==> config.mk <==
export PLATFORM = sky130hd
export DESIGN_NAME = isa_win_bridge
export DESIGN_NICKNAME = d
export VERILOG_FILES = /design/src/rtl/isa_win_pkg.sv /design/src/rtl/isa_win_decode.sv /design/src/rtl/isa_win_regs.sv /design/src/rtl/isa_win_engine.sv /design/src/rtl/isa_win_bridge.sv
export SDC_FILE = /design/constraint.sdc
export NUM_CORES = 1
export LEC_CHECK = 0
export BUFFER_PORTS_ARGS = -buffer_cell sky130_fd_sc_hd__buf_4
export CORE_MARGIN = 2
export CORE_UTILIZATION = 48
export CTS_CLUSTER_DIAMETER = 120
export DETAILED_ROUTE_END_ITERATION = 6
export GPL_TIMING_DRIVEN = 0
export HOLD_SLACK_MARGIN = 0.1
export MAX_ROUTING_LAYER = met4
export PLACE_DENSITY = 0.76
export SKIP_CTS_REPAIR_TIMING = 1
export SYNTH_ARGS = -nofsm -noshare
export SYNTH_HDL_FRONTEND = slang
export SYNTH_HIERARCHICAL = 1
export SYNTH_SLANG_ARGS = --single-unit
==> constraint.sdc <==
create_clock -name clk -period 2.2 [get_ports clk]
set_input_delay 0.44 -clock clk [delete_from_list [all_inputs] [get_ports clk]]
set_output_delay 0.44 -clock clk [all_outputs]
set_load 0.02 [all_outputs]
==> src/rtl/isa_win_pkg.sv <==
`timescale 1ns/1ps
package isa_win_pkg;

    typedef struct packed {
        logic wide;
        logic io;
        logic en;
    } win_cfg_t;

    typedef enum logic [1:0] {
        ENG_IDLE   = 2'd0,
        ENG_STROBE = 2'd1,
        ENG_DONE   = 2'd2
    } eng_state_e;

    function automatic logic [7:0] cfg_byte(input win_cfg_t c);
        return {5'b0, c.wide, c.io, c.en};
    endfunction

endpackage

==> src/rtl/isa_win_decode.sv <==
`timescale 1ns/1ps
module isa_win_decode #(
    parameter logic [7:0]  WIN_PAGE  = 8'hDE,
    parameter logic [15:0] CTRL_ADDR = 16'hDF00
) (
    input  logic        host_req,
    input  logic [15:0] host_addr,
    input  logic        win_en,
    output logic        win_hit,
    output logic        cfg_hit,
    output logic        page_hit
);
    localparam logic [15:0] PAGE_REG_ADDR = 16'(CTRL_ADDR + 16'd1);

    always_comb begin
        win_hit  = host_req && win_en && (host_addr[15:8] == WIN_PAGE);
        cfg_hit  = host_req && (host_addr == CTRL_ADDR);
        page_hit = host_req && (host_addr == PAGE_REG_ADDR);
    end
endmodule

==> src/rtl/isa_win_regs.sv <==
`timescale 1ns/1ps
module isa_win_regs
    import isa_win_pkg::*;
#(
    parameter int PAGE_W = 8
) (
    input  logic              clk,
    input  logic              rst_n,
    input  logic              wr_cfg,
    input  logic              wr_page,
    input  logic [7:0]        wdata,
    output win_cfg_t          cfg,
    output logic [PAGE_W-1:0] page
);
    typedef struct packed {
        win_cfg_t          cfg;
        logic [PAGE_W-1:0] page;
    } regs_t;

    regs_t q, d;

    always_comb begin
        d = q;
        if (wr_cfg)  d.cfg  = win_cfg_t'(wdata[2:0]);
        if (wr_page) d.page = wdata[PAGE_W-1:0];
    end

    always_ff @(posedge clk or negedge rst_n) begin
        if (!rst_n) q <= '0;
        else        q <= d;
    end

    assign cfg  = q.cfg;
    assign page = q.page;
endmodule

==> src/rtl/isa_win_engine.sv <==
`timescale 1ns/1ps
module isa_win_engine
    import isa_win_pkg::*;
#(
    parameter int ISA_AW     = 16,
    parameter int STROBE_MIN = 3
) (
    input  logic              clk,
    input  logic              rst_n,
    input  logic              start,
    input  logic              start_rd,
    input  logic              start_io,
    input  logic              start_wide,
    input  logic [ISA_AW-1:0] start_addr,
    input  logic [7:0]        start_wdata,
    input  logic              iochrdy,
    input  logic [15:0]       din,
    output logic              busy,
    output logic              done,
    output logic [ISA_AW-1:0] isa_addr,
    output logic              ior_n,
    output logic              iow_n,
    output logic              memr_n,
    output logic              memw_n,
    output logic              wide,
    output logic [7:0]        dout,
    output logic              dout_en,
    output logic [7:0]        lo_byte,
    output logic [7:0]        hi_byte
);
    localparam int CNT_W = (STROBE_MIN > 1) ? $clog2(STROBE_MIN) : 1;
    localparam logic [CNT_W-1:0] CNT_LAST = CNT_W'(STROBE_MIN - 1);

    typedef struct packed {
        eng_state_e        st;
        logic [CNT_W-1:0]  cnt;
        logic [ISA_AW-1:0] addr;
        logic              rd;
        logic              io;
        logic              wide;
        logic [7:0]        wdata;
        logic [7:0]        lo;
        logic [7:0]        hi;
    } eng_t;

    eng_t q, d;

    always_comb begin
        d = q;
        unique case (q.st)
            ENG_IDLE: begin
                if (start) begin
                    d.st    = ENG_STROBE;
                    d.cnt   = '0;
                    d.addr  = start_addr;
                    d.rd    = start_rd;
                    d.io    = start_io;
                    d.wide  = start_rd && start_wide;
                    d.wdata = start_wdata;
                end
            end
            ENG_STROBE: begin
                if (q.cnt != CNT_LAST) d.cnt = q.cnt + 1'b1;
                if ((q.cnt == CNT_LAST) && iochrdy) begin
                    if (q.rd) begin
                        d.lo = din[7:0];
                        d.hi = q.wide ? din[15:8] : 8'h00;
                        d.st = ENG_DONE;
                    end else begin
                        d.st = ENG_IDLE;
                    end
                end
            end
            ENG_DONE: d.st = ENG_IDLE;
            default:  d.st = ENG_IDLE;
        endcase
    end

    always_ff @(posedge clk or negedge rst_n) begin
        if (!rst_n) q <= '{st: ENG_IDLE, default: '0};
        else        q <= d;
    end

    logic stb;
    assign stb      = (q.st == ENG_STROBE);
    assign busy     = stb;
    assign done     = (q.st == ENG_DONE);
    assign isa_addr = q.addr;
    assign ior_n    = !(stb &&  q.io &&  q.rd);
    assign iow_n    = !(stb &&  q.io && !q.rd);
    assign memr_n   = !(stb && !q.io &&  q.rd);
    assign memw_n   = !(stb && !q.io && !q.rd);
    assign wide     = stb && q.wide;
    assign dout     = q.wdata;
    assign dout_en  = stb && !q.rd;
    assign lo_byte  = q.lo;
    assign hi_byte  = q.hi;
endmodule

==> src/rtl/isa_win_bridge.sv <==
`timescale 1ns/1ps
module isa_win_bridge
    import isa_win_pkg::*;
#(
    parameter logic [7:0]  WIN_PAGE   = 8'hDE,
    parameter logic [15:0] CTRL_ADDR  = 16'hDF00,
    parameter int          PAGE_W     = 8,
    parameter int          STROBE_MIN = 3
) (
    input  logic                  clk,
    input  logic                  rst_n,
    input  logic                  host_req,
    input  logic                  host_rw,
    input  logic [15:0]           host_addr,
    input  logic [7:0]            host_wdata,
    output logic [7:0]            host_rdata,
    output logic                  host_rdy,
    output logic                  host_claim,
    output logic [PAGE_W+7:0]     isa_addr,
    output logic                  isa_ior_n,
    output logic                  isa_iow_n,
    output logic                  isa_memr_n,
    output logic                  isa_memw_n,
    output logic                  isa_wide,
    output logic [7:0]            isa_dout,
    output logic                  isa_dout_en,
    input  logic [15:0]           isa_din,
    input  logic                  isa_iochrdy
);
    localparam int OFF_W  = 8;
    localparam int ISA_AW = PAGE_W + OFF_W;

    win_cfg_t          cfg;
    logic [PAGE_W-1:0] page;
    logic              win_hit, cfg_hit, page_hit;
    logic              eng_busy, eng_done, eng_start;
    logic [7:0]        eng_lo, eng_hi;

    typedef struct packed {
        logic             hi_valid;
        logic [OFF_W-1:0] hi_off;
    } top_t;

    top_t q, d;

    logic win_rd, win_wr, hi_take, eng_idle, ctrl_wr_cfg, ctrl_wr_page;

    isa_win_decode #(.WIN_PAGE(WIN_PAGE), .CTRL_ADDR(CTRL_ADDR)) u_dec (
        .host_req (host_req),
        .host_addr(host_addr),
        .win_en   (cfg.en),
        .win_hit  (win_hit),
        .cfg_hit  (cfg_hit),
        .page_hit (page_hit)
    );

    isa_win_regs #(.PAGE_W(PAGE_W)) u_regs (
        .clk    (clk),
        .rst_n  (rst_n),
        .wr_cfg (ctrl_wr_cfg),
        .wr_page(ctrl_wr_page),
        .wdata  (host_wdata),
        .cfg    (cfg),
        .page   (page)
    );

    isa_win_engine #(.ISA_AW(ISA_AW), .STROBE_MIN(STROBE_MIN)) u_eng (
        .clk        (clk),
        .rst_n      (rst_n),
        .start      (eng_start),
        .start_rd   (host_rw),
        .start_io   (cfg.io),
        .start_wide (cfg.wide),
        .start_addr ({page, host_addr[OFF_W-1:0]}),
        .start_wdata(host_wdata),
        .iochrdy    (isa_iochrdy),
        .din        (isa_din),
        .busy       (eng_busy),
        .done       (eng_done),
        .isa_addr   (isa_addr),
        .ior_n      (isa_ior_n),
        .iow_n      (isa_iow_n),
        .memr_n     (isa_memr_n),
        .memw_n     (isa_memw_n),
        .wide       (isa_wide),
        .dout       (isa_dout),
        .dout_en    (isa_dout_en),
        .lo_byte    (eng_lo),
        .hi_byte    (eng_hi)
    );

    always_comb begin
        eng_idle     = !eng_busy && !eng_done;
        win_rd       = win_hit && host_rw;
        win_wr       = win_hit && !host_rw;
        hi_take      = win_rd && q.hi_valid && (q.hi_off == host_addr[OFF_W-1:0]);
        eng_start    = eng_idle && ((win_rd && !hi_take) || win_wr);
        host_rdy     = !((win_rd && !hi_take && !eng_done) || (win_wr && !eng_idle));
        host_claim   = win_hit;
        ctrl_wr_cfg  = cfg_hit  && !host_rw;
        ctrl_wr_page = page_hit && !host_rw;

        host_rdata = 8'h00;
        if (cfg_hit && host_rw)       host_rdata = cfg_byte(cfg);
        else if (page_hit && host_rw) host_rdata = 8'(page);
        else if (hi_take)             host_rdata = eng_hi;
        else if (win_rd && eng_done)  host_rdata = eng_lo;

        d = q;
        if (eng_start || hi_take || (win_wr && host_rdy) || ctrl_wr_cfg || ctrl_wr_page)
            d.hi_valid = 1'b0;
        if (win_rd && eng_done && cfg.wide) begin
            d.hi_valid = 1'b1;
            d.hi_off   = host_addr[OFF_W-1:0];
        end
    end

    always_ff @(posedge clk or negedge rst_n) begin
        if (!rst_n) q <= '0;
        else        q <= d;
    end
endmodule


==> flow_summary.json, run 1 <==
{
  "num-fill-cells": 523,
  "ys_seq_area_share_pct": 47.5,
  "slowest_stage": "or4_4",
  "grt_pass1_wl_um": 13500,
  "fmax_mhz": 362,
  "path_max_fanout": 9,
  "fin_worst_skew_ns": 0.0102,
  "row_count": 31,
  "period_share_pct": 126,
  "worst_slew_pin_slew_ns": 0.878,
  "place_congestion": 0.913,
  "setup_ws_ns": -0.564,
  "drtAntennaViolNets": 0,
  "grtUsageTotal_pct": 21.6,
  "core_um2": 7180,
  "synth-edff-count": 0,
  "ys_warn_count": 6,
  "worstPathCellList": "xor2_2 -> or4_4 -> buf_12 -> o311ai_4 -> a32oi_2 -> buf_4",
  "insertion_delay_ns": 0.34,
  "vias": 2963,
  "drc": 0,
  "rsz0062_at_grt": "yes",
  "cp.arrival_ns": 2.32,
  "min_period_ns": 2.76,
  "start_util_pct": 49.2,
  "syn_to_final_growth_pct": 45.4,
  "io_buffers": 84,
  "cpPeakStageDelay_ns": 0.56,
  "first_pass_iters": 4,
  "ys_async_sr_fraction_pct": 100,
  "cp_top_family": "simple AND/OR/NAND/NOR gates",
  "worstSetupPathType": "reg2out",
  "gr-total-overflow": 0,
  "ys_ff_latch": 67,
  "status": "finished, violations left",
  "p_leak_nw": 2.59,
  "worst-path-buf-inv": 2,
  "final_cell_mix": "138 x buf_4, 90 x nand2_1, 67 x dfrtp_1",
  "max_cap_viol_count": 0,
  "hold_path.class": "in2async",
  "final_max_slew_viol_count": 0,
  "drtIter0Drc": 212,
  "routed_via_density": 5.20,
  "antenna_found_initial": 0,
  "hold_viol_final": 0,
  "wl_per_cell_um": 17.3,
  "yosysUniqueCellTypes": 42,
  "syn_avg_cell_area_um2": 10.1,
  "die_x_um": 89.8,
  "startpoint_type": "register",
  "violations": "negative setup slack",
  "cts-root-buf": "clkbuf_8",
  "setup_viol": 39,
  "layout_commonest_cell": "buf_4",
  "syn_inst": 348,
  "critPathRequiredTime_ns": 1.76,
  "die_h_um": 89.8,
  "fin_util_pct": 71.5,
  "htree_levels": 3,
  "slew_headroom_pct": 41.5,
  "grt_pass1_vias": 2758,
  "cts.sinks": 67,
  "dieArea_um2": 8060,
  "routed_wl_um": 9870,
  "netlist_area_um2": 3530,
  "synth_nets": 394,
  "numCtsBuffers": 9,
  "grt_start_max_net_pins": 68,
  "place_hpwl_um": 6130,
  "power_mw": 2.30,
  "cts_tree": "yes",
  "ios": 85,
  "clockBufferDepth": 2,
  "nets": 514,
  "end_kind": "output pin",
  "peakVddDrop_mv": 0.283,
  "drive_gt1_share_pct": 53.7,
  "power_density_nw_per_um2": 448,
  "n_antenna_cell": 0,
  "yosys_most_used_dff": "dfrtp_1",
  "clkTransAtPathRegs_ns": 0.07
}
==> registers in the layout (all words and copies together) (netlist names) <==
| register | count |
|---|---|
| u_eng/dout | 8 |
| u_regs/page | 8 |
| u_eng/q | 7 |
| q | 9 |
| u_eng/lo_byte | 8 |
| u_eng/isa_addr | 16 |
| u_eng/hi_byte | 8 |
| u_regs/cfg | 3 |
==> metal layers <==
metal	track usage (%)	wire [µm]
met5	-	0
met4	5.51	147
met3	5.03	449
met2	34.8	4890
met1	27.9	4390
==> synth_stat cells, drive strengths merged, types with 2 or more instances <==
| master | n | share of area, % |
|---|---|---|
| nand2 | 95 | 10 |
| dfrtp | 67 | 47 |
| buf | 48 | 11 |
| mux2 | 27 | 9.6 |
| inv | 14 | 1.5 |
| o21ai | 11 | 1.6 |
| nand4 | 10 | 1.9 |
| a32oi | 8 | 2.0 |
| mux2i | 8 | 2.3 |
| o311ai | 8 | 2.0 |
| xor2 | 7 | 1.7 |
| clkbuf | 5 | 0.53 |
| nand3 | 4 | 0.57 |
| nor2 | 4 | 0.43 |
| nor2b | 3 | 0.53 |
| nor3 | 3 | 0.74 |
| o22ai | 3 | 0.53 |
| or3 | 3 | 0.60 |
| and2 | 2 | 0.35 |
| nor3b | 2 | 0.57 |
| nor4 | 2 | 0.71 |
| or3b | 2 | 0.50 |
| or4 | 2 | 0.53 |
==> final timing paths <==
check	start	end	slack, ns	cells after the start
worst min register to register	u_eng/isa_addr[15]	u_eng/isa_addr[15]	0.48	2
worst min-delay path	rst_n	u_eng/q[26]	0.22	1
max in group asynchronous	rst_n	u_eng/hi_byte[3]	1.41	1
worst max-delay path	q[4]	host_rdata[6]	-0.56	6
worst max register to register	q[4]	u_eng/isa_addr[11]	-0.27	11
min in group clk	host_wdata[4]	u_eng/dout[4]	0.31	3
==> kinds of logic after synthesis <==
group	synth area share, %
mux	11.8
simple gates	19.4
compound gates	6.31
fa+ha+maj	0.354
flops	47.5
buf+inv	12.6
xor+xnor	1.98
==> power by group <==
group,internal (mW),switching (mW)
combinational,0.0683,0.0854
sequential,1.23,0.0000568
clock,0.457,0.457
total,1.76,0.542
==> area by class of cell <==
cell class                      count  area, µm²  area share (%)
Buffer                             52        445            8.68
Clock buffer                       12        155            3.02
Clock inverter                      2       12.5           0.244
Inverter                           14       52.6            1.02
Multi-Input combinational cell    216       1790            34.8
Sequential cell                    67       1680            32.7
Tap cell                           99        124            2.41
Timing Repair Buffer              108        880            17.1
==> through the flow <==
| stage | setup WS (ns) | cells | cell area, µm² | hold WS [ns] | setup TNS (ns) |
|---|---|---|---|---|---|
| 5_1_grt | -0.614 | 570 | 5130 | 0.274 | -13.48 |
| 3_3_place_gp | -0.697 | 531 | 4370 | 0.461 | -26.86 |
| 4_1_cts | -0.778 | 545 | 4540 | 0.240 | -15.81 |
| 3_5_place_dp | -0.775 | 531 | 4370 | 0.463 | -30.64 |
| 6_report | -0.564 | 570 | 5130 | 0.219 | -10.79 |
| 2_1_floorplan | -0.353 | 348 | 3620 | 0.144 | -10.84 |
(Power assumes the default switching activity.)
==> inputs of run 2 (changes only) <==
--- a/config.mk
+++ b/config.mk
@@ -6,6 +6,7 @@
 export NUM_CORES = 1
 export LEC_CHECK = 0
 export BUFFER_PORTS_ARGS = -buffer_cell sky130_fd_sc_hd__buf_4
+export CORE_ASPECT_RATIO = 1.5
 export CORE_MARGIN = 2
 export CORE_UTILIZATION = 48
 export CTS_CLUSTER_DIAMETER = 120
@@ -13,7 +14,7 @@
 export GPL_TIMING_DRIVEN = 0
 export HOLD_SLACK_MARGIN = 0.1
 export MAX_ROUTING_LAYER = met4
-export PLACE_DENSITY = 0.76
+export PLACE_DENSITY = 0.72
 export SKIP_CTS_REPAIR_TIMING = 1
 export SYNTH_ARGS = -nofsm -noshare
 export SYNTH_HDL_FRONTEND = slang
==> flow_summary.json, run 2 (same netlist as run 1, synthesis figures left out) <==
{
  "status": "finished, violations left",
  "violations": "negative setup slack",
  "drtIter0Drc": 159,
  "period_share_pct": 123,
  "wl_per_cell_um": 15.8,
  "io_buffers": 84,
  "worstSetupPathType": "reg2out",
  "clkTransAtPathRegs_ns": 0.07,
  "seqPwrFrac_pct": 55.4,
  "row_count": 38,
  "n_antenna_cell": 0,
  "drive_gt1_share_pct": 48.9,
  "die_x_um": 74.0,
  "pwr-share-comb_pct": 6.3,
  "grt_pass1_vias": 2698,
  "place_congestion": 0.811,
  "p_switching_mw": 0.514,
  "worst_slew_pin_slew_ns": 0.843,
  "power_density_nw_per_um2": 463,
  "peakVddDrop_mv": 0.355,
  "grt_start_max_net_pins": 68,
  "drtAntennaViolNets": 0,
  "end_kind": "output pin",
  "timing.setup.tns_ns": -8.76,
  "numCtsBuffers": 9,
  "place_inst": 532,
  "hold_path.class": "in2async",
  "insertion_delay_ns": 0.34,
  "path_max_fanout": 9,
  "num-fill-cells": 584,
  "p_leak_nw": 2.43,
  "layout_commonest_cell": "buf_4",
  "pwr-share-clk_pct": 38.4,
  "setup_viol": 39,
  "antenna_found_initial": 0,
  "first_pass_iters": 4,
  "dpl_worst_slack_ns": -0.732,
  "fin_cells": 550,
  "final_cell_mix": "129 x buf_4, 92 x nand2_1, 67 x dfrtp_1",
  "startpoint_type": "register",
  "fmax_mhz": 369,
  "fin_util_pct": 66.9,
  "routed_wl_um": 8660,
  "slew_headroom_pct": 43.8,
  "core_um2": 7180,
  "die_h_um": 109,
  "cp.arrival_ns": 2.27,
  "rsz0062_at_grt": "yes",
  "start_util_pct": 49.2,
  "vias": 2805,
  "place_hpwl_um": 6460,
  "p_int_mw": 1.71,
  "cts_tree": "yes",
  "switching_share_pct": 23.1,
  "htree_levels": 3,
  "hold_viol_final": 0,
  "cts.sinks": 67,
  "gr-total-overflow": 0,
  "drc": 0,
  "fin_worst_skew_ns": 0.00810,
  "finalInstanceArea_um2": 4800,
  "grtUsageTotal_pct": 22.5,
  "cts-root-buf": "clkbuf_8",
  "grt_pass1_wl_um": 13100,
  "min_period_ns": 2.71,
  "final_max_slew_viol_count": 0,
  "nets": 494,
  "ios": 85,
  "placed_area_um2": 4380,
  "critPathRequiredTime_ns": 1.76,
  "max_cap_viol_count": 0,
  "dieArea_um2": 8070,
  "syn_to_final_growth_pct": 36.0,
  "routed_via_density": 5.10,
  "largest_reg_flops": 16,
  "clockBufferDepth": 2,
  "setup_ws_ns": -0.510
}
run 2: worst paths after layout:
path	to	depth (start not counted)	start	slack (ns)
setup / recovery	host_rdata[2]	6	q[2]	-0.51
hold / removal	u_eng/q[43]	1	rst_n	0.20
setup reg to reg	u_eng/isa_addr[9]	10	q[2]	-0.27
hold reg to reg	u_eng/isa_addr[6]	2	u_eng/isa_addr[6]	0.48
max in group asynchronous	q[4]	1	rst_n	1.44
min in group clk	u_eng/dout[5]	3	host_wdata[5]	0.30
run 2: layout make-up:
type / count / area, µm² / share of cell area [%]
inverters: 14 / 52.6 / 1.09
flip-flops and latches: 67 / 1680 / 34.9
repair buffers: 90 / 679 / 14.1
well taps: 100 / 125 / 2.60
multi-input cells: 214 / 1690 / 35.3
clock buffers: 10 / 138 / 2.87
clock inverters: 3 / 17.5 / 0.365
plain buffers: 52 / 420 / 8.75
run 2: power groups by stage:
| stage | clock network, mW | logic, mW | registers [mW] |
|---|---|---|---|
| final | 0.853 | 0.140 | 1.23 |
| after floorplan | 0 | 0.0229 | 1.26 |
| after detailed placement | 0 | 0.129 | 1.25 |
| after global routing | 0.935 | 0.152 | 1.23 |
| after CTS | 0.874 | 0.129 | 1.23 |
| after global placement | 0 | 0.127 | 1.25 |
run 2: worst max-delay path, cell delays in order (launching register included):
cell and delay, ns:
dfrtp_1 0.40, xor2_2 0.17, or4_4 0.56, buf_12 0.17, o311ai_4 0.28, a32oi_2 0.15
buf_4 0.19
run 2: stage by stage:
stage / power, mW / hold slack (ns)
6_report: 2.22 / 0.199
5_1_grt: 2.32 / 0.263
4_1_cts: 2.23 / 0.225
3_5_place_dp: 1.38 / 0.464
3_3_place_gp: 1.38 / 0.461
2_1_floorplan: 1.28 / 0.144
run 2: routing by layer:
layer	track usage (%)	vias up	wire, µm
met5	-	-	0
met1	24.4	1355	3410
met3	4.71	15	381
met2	39.9	85	4710
met4	7.92	0	165
li1	-	1350	-
==> inputs of run 3 (changes only) <==
--- a/config.mk
+++ b/config.mk
@@ -8,13 +8,13 @@
 export BUFFER_PORTS_ARGS = -buffer_cell sky130_fd_sc_hd__buf_4
 export CORE_ASPECT_RATIO = 1.5
 export CORE_MARGIN = 2
-export CORE_UTILIZATION = 48
+export CORE_UTILIZATION = 58
 export CTS_CLUSTER_DIAMETER = 120
 export DETAILED_ROUTE_END_ITERATION = 6
 export GPL_TIMING_DRIVEN = 0
 export HOLD_SLACK_MARGIN = 0.1
 export MAX_ROUTING_LAYER = met4
-export PLACE_DENSITY = 0.72
+export PLACE_DENSITY = 0.82
 export SKIP_CTS_REPAIR_TIMING = 1
 export SYNTH_ARGS = -nofsm -noshare
 export SYNTH_HDL_FRONTEND = slang
==> constraint.sdc (replaced) <==
create_clock -name clk -period 3.5 [get_ports clk]
set_input_delay 0.7 -clock clk [delete_from_list [all_inputs] [get_ports clk]]
set_output_delay 0.7 -clock clk [all_outputs]
set_load 0.02 [all_outputs]
==> flow_summary.json, run 3 (same netlist as run 1, synthesis figures left out) <==
{
  "status": "completed",
  "first_pass_iters": 4,
  "cpPeakStageDelay_ns": 0.50,
  "worstSetupPathType": "in2out",
  "drtAntennaViolNets": 0,
  "grtUsageTotal_pct": 27.6,
  "routed_wl_um": 8450,
  "syn_to_final_growth_pct": 29.1,
  "die_h_um": 99.6,
  "drtIter0Drc": 132,
  "max_cap_viol_count": 0,
  "gr-total-overflow": 0,
  "layout_commonest_cell": "buf_4",
  "cts-root-buf": "clkbuf_8",
  "slowest_stage": "nor4b_4",
  "core_um2": 5830,
  "peakVddDrop_mv": 0.267,
  "fmax_mhz": 292,
  "worstPathCellList": "buf_4 -> nand4b_1 -> nor4b_4 -> and4_1 -> nand4_1 -> a32oi_1 -> buf_4",
  "cp.arrival_ns": 2.73,
  "power_density_nw_per_um2": 374,
  "place_congestion": 0.869,
  "cp_top_family": "simple AND/OR/NAND/NOR gates",
  "routed_via_density": 5.43,
  "finalInstanceArea_um2": 4560,
  "startpoint_type": "primary input",
  "largest_reg_flops": 16,
  "worst_hold_slack_ns": 0.456,
  "grt_pass1_wl_um": 13400,
  "crit_top_cell": "buf_4",
  "setup_viol": 0,
  "period_share_pct": 97.9,
  "grt_pass1_vias": 2874,
  "ios": 85,
  "clkTransAtPathRegs_ns": 0.07,
  "hold_path.class": "in2async",
  "grt_start_max_net_pins": 68,
  "final_max_slew_viol_count": 0,
  "n_antenna_cell": 0,
  "fin_worst_skew_ns": 0.0121,
  "final_cell_mix": "126 x buf_4, 95 x nand2_1, 67 x dfrtp_1",
  "cts.sinks": 67,
  "io_buffers": 84,
  "numCtsBuffers": 9,
  "nets": 490,
  "worst_slew_pin_slew_ns": 0.920,
  "min_period_ns": 3.43,
  "slew_headroom_pct": 38.2,
  "drc": 0,
  "critPathRequiredTime_ns": 2.80,
  "path_max_fanout": 9,
  "vias": 2827,
  "wl_per_cell_um": 16.2,
  "end_kind": "output pin",
  "insertion_delay_ns": 0.35,
  "hold_viol_final": 0,
  "p_leak_nw": 2.41,
  "row_count": 34,
  "num-fill-cells": 394,
  "placed_area_um2": 4260,
  "cts_tree": "yes",
  "start_util_pct": 60.6,
  "antenna_found_initial": 0,
  "clockBufferDepth": 2,
  "dieArea_um2": 6740,
  "die_x_um": 67.7,
  "htree_levels": 3,
  "place_hpwl_um": 5960,
  "drive_gt1_share_pct": 42.3,
  "worst-path-buf-inv": 2
}
[run 3: worst paths after layout]
kind                               startpoint           endpoint  slack, ns  depth (start not counted)
worst max-delay path            host_addr[13]      host_rdata[3]       0.07                          7
max in group asynchronous               rst_n   u_eng/hi_byte[3]       2.50                          1
worst min register to register  u_eng/dout[2]      u_eng/dout[2]       0.48                          2
min in group clk                u_eng/dout[2]      u_eng/dout[2]       0.48                          2
worst min-delay path                    rst_n               q[4]       0.46                          1
worst max register to register           q[4]  u_eng/isa_addr[3]       0.99                          9
[run 3: area by class of cell]
cell class | count | area (µm²) | share of cell area, %
clock buffers | 10 | 128 | 2.80
multi-input cells | 214 | 1440 | 31.6
inverters | 14 | 52.6 | 1.15
clock inverters | 6 | 136 | 2.99
repair buffers | 86 | 646 | 14.2
flip-flops and latches | 67 | 1680 | 36.8
well taps | 72 | 90.1 | 1.98
plain buffers | 52 | 389 | 8.54
[run 3: through the flow]
step	utilization, %	worst slack [ns]	std cells	setup TNS [ns]	power [mW]
2_1_floorplan	-	0.0457	348	0	0.802
3_3_place_gp	73.1	0.0986	504	0	0.865
3_5_place_dp	73.1	0.0557	504	0	0.867
4_1_cts	77.6	0.0467	520	0	1.72
5_1_grt	78.2	-0.00973	521	-0.00973	1.75
6_report	78.2	0.0742	521	0	1.70
[run 3: power by group]
group,leakage (nW),internal (mW),total (mW),switching [mW]
Clock,0.127,0.548,0.852,0.304
Combinational,1.40,0.0374,0.0788,0.0414
Sequential,0.879,0.774,0.774,0.0000282
Total,2.41,1.36,1.70,0.345
[run 3: worst register-to-register path: cells and delay by family, from the launching register on]
| family | cells | cell delay [ns] |
|---|---|---|
| xor+xnor | 1 | 0.17 |
| buf+inv | 2 | 0.51 |
| flops | 1 | 0.39 |
| simple gates | 6 | 1.38 |
[run 3: metal layers]
layer | GRT usage, % | routed length, µm
met2 | 45.2 | 4570
met3 | 4.75 | 459
met5 | - | 0
met1 | 32.2 | 3180
met4 | 13.3 | 243
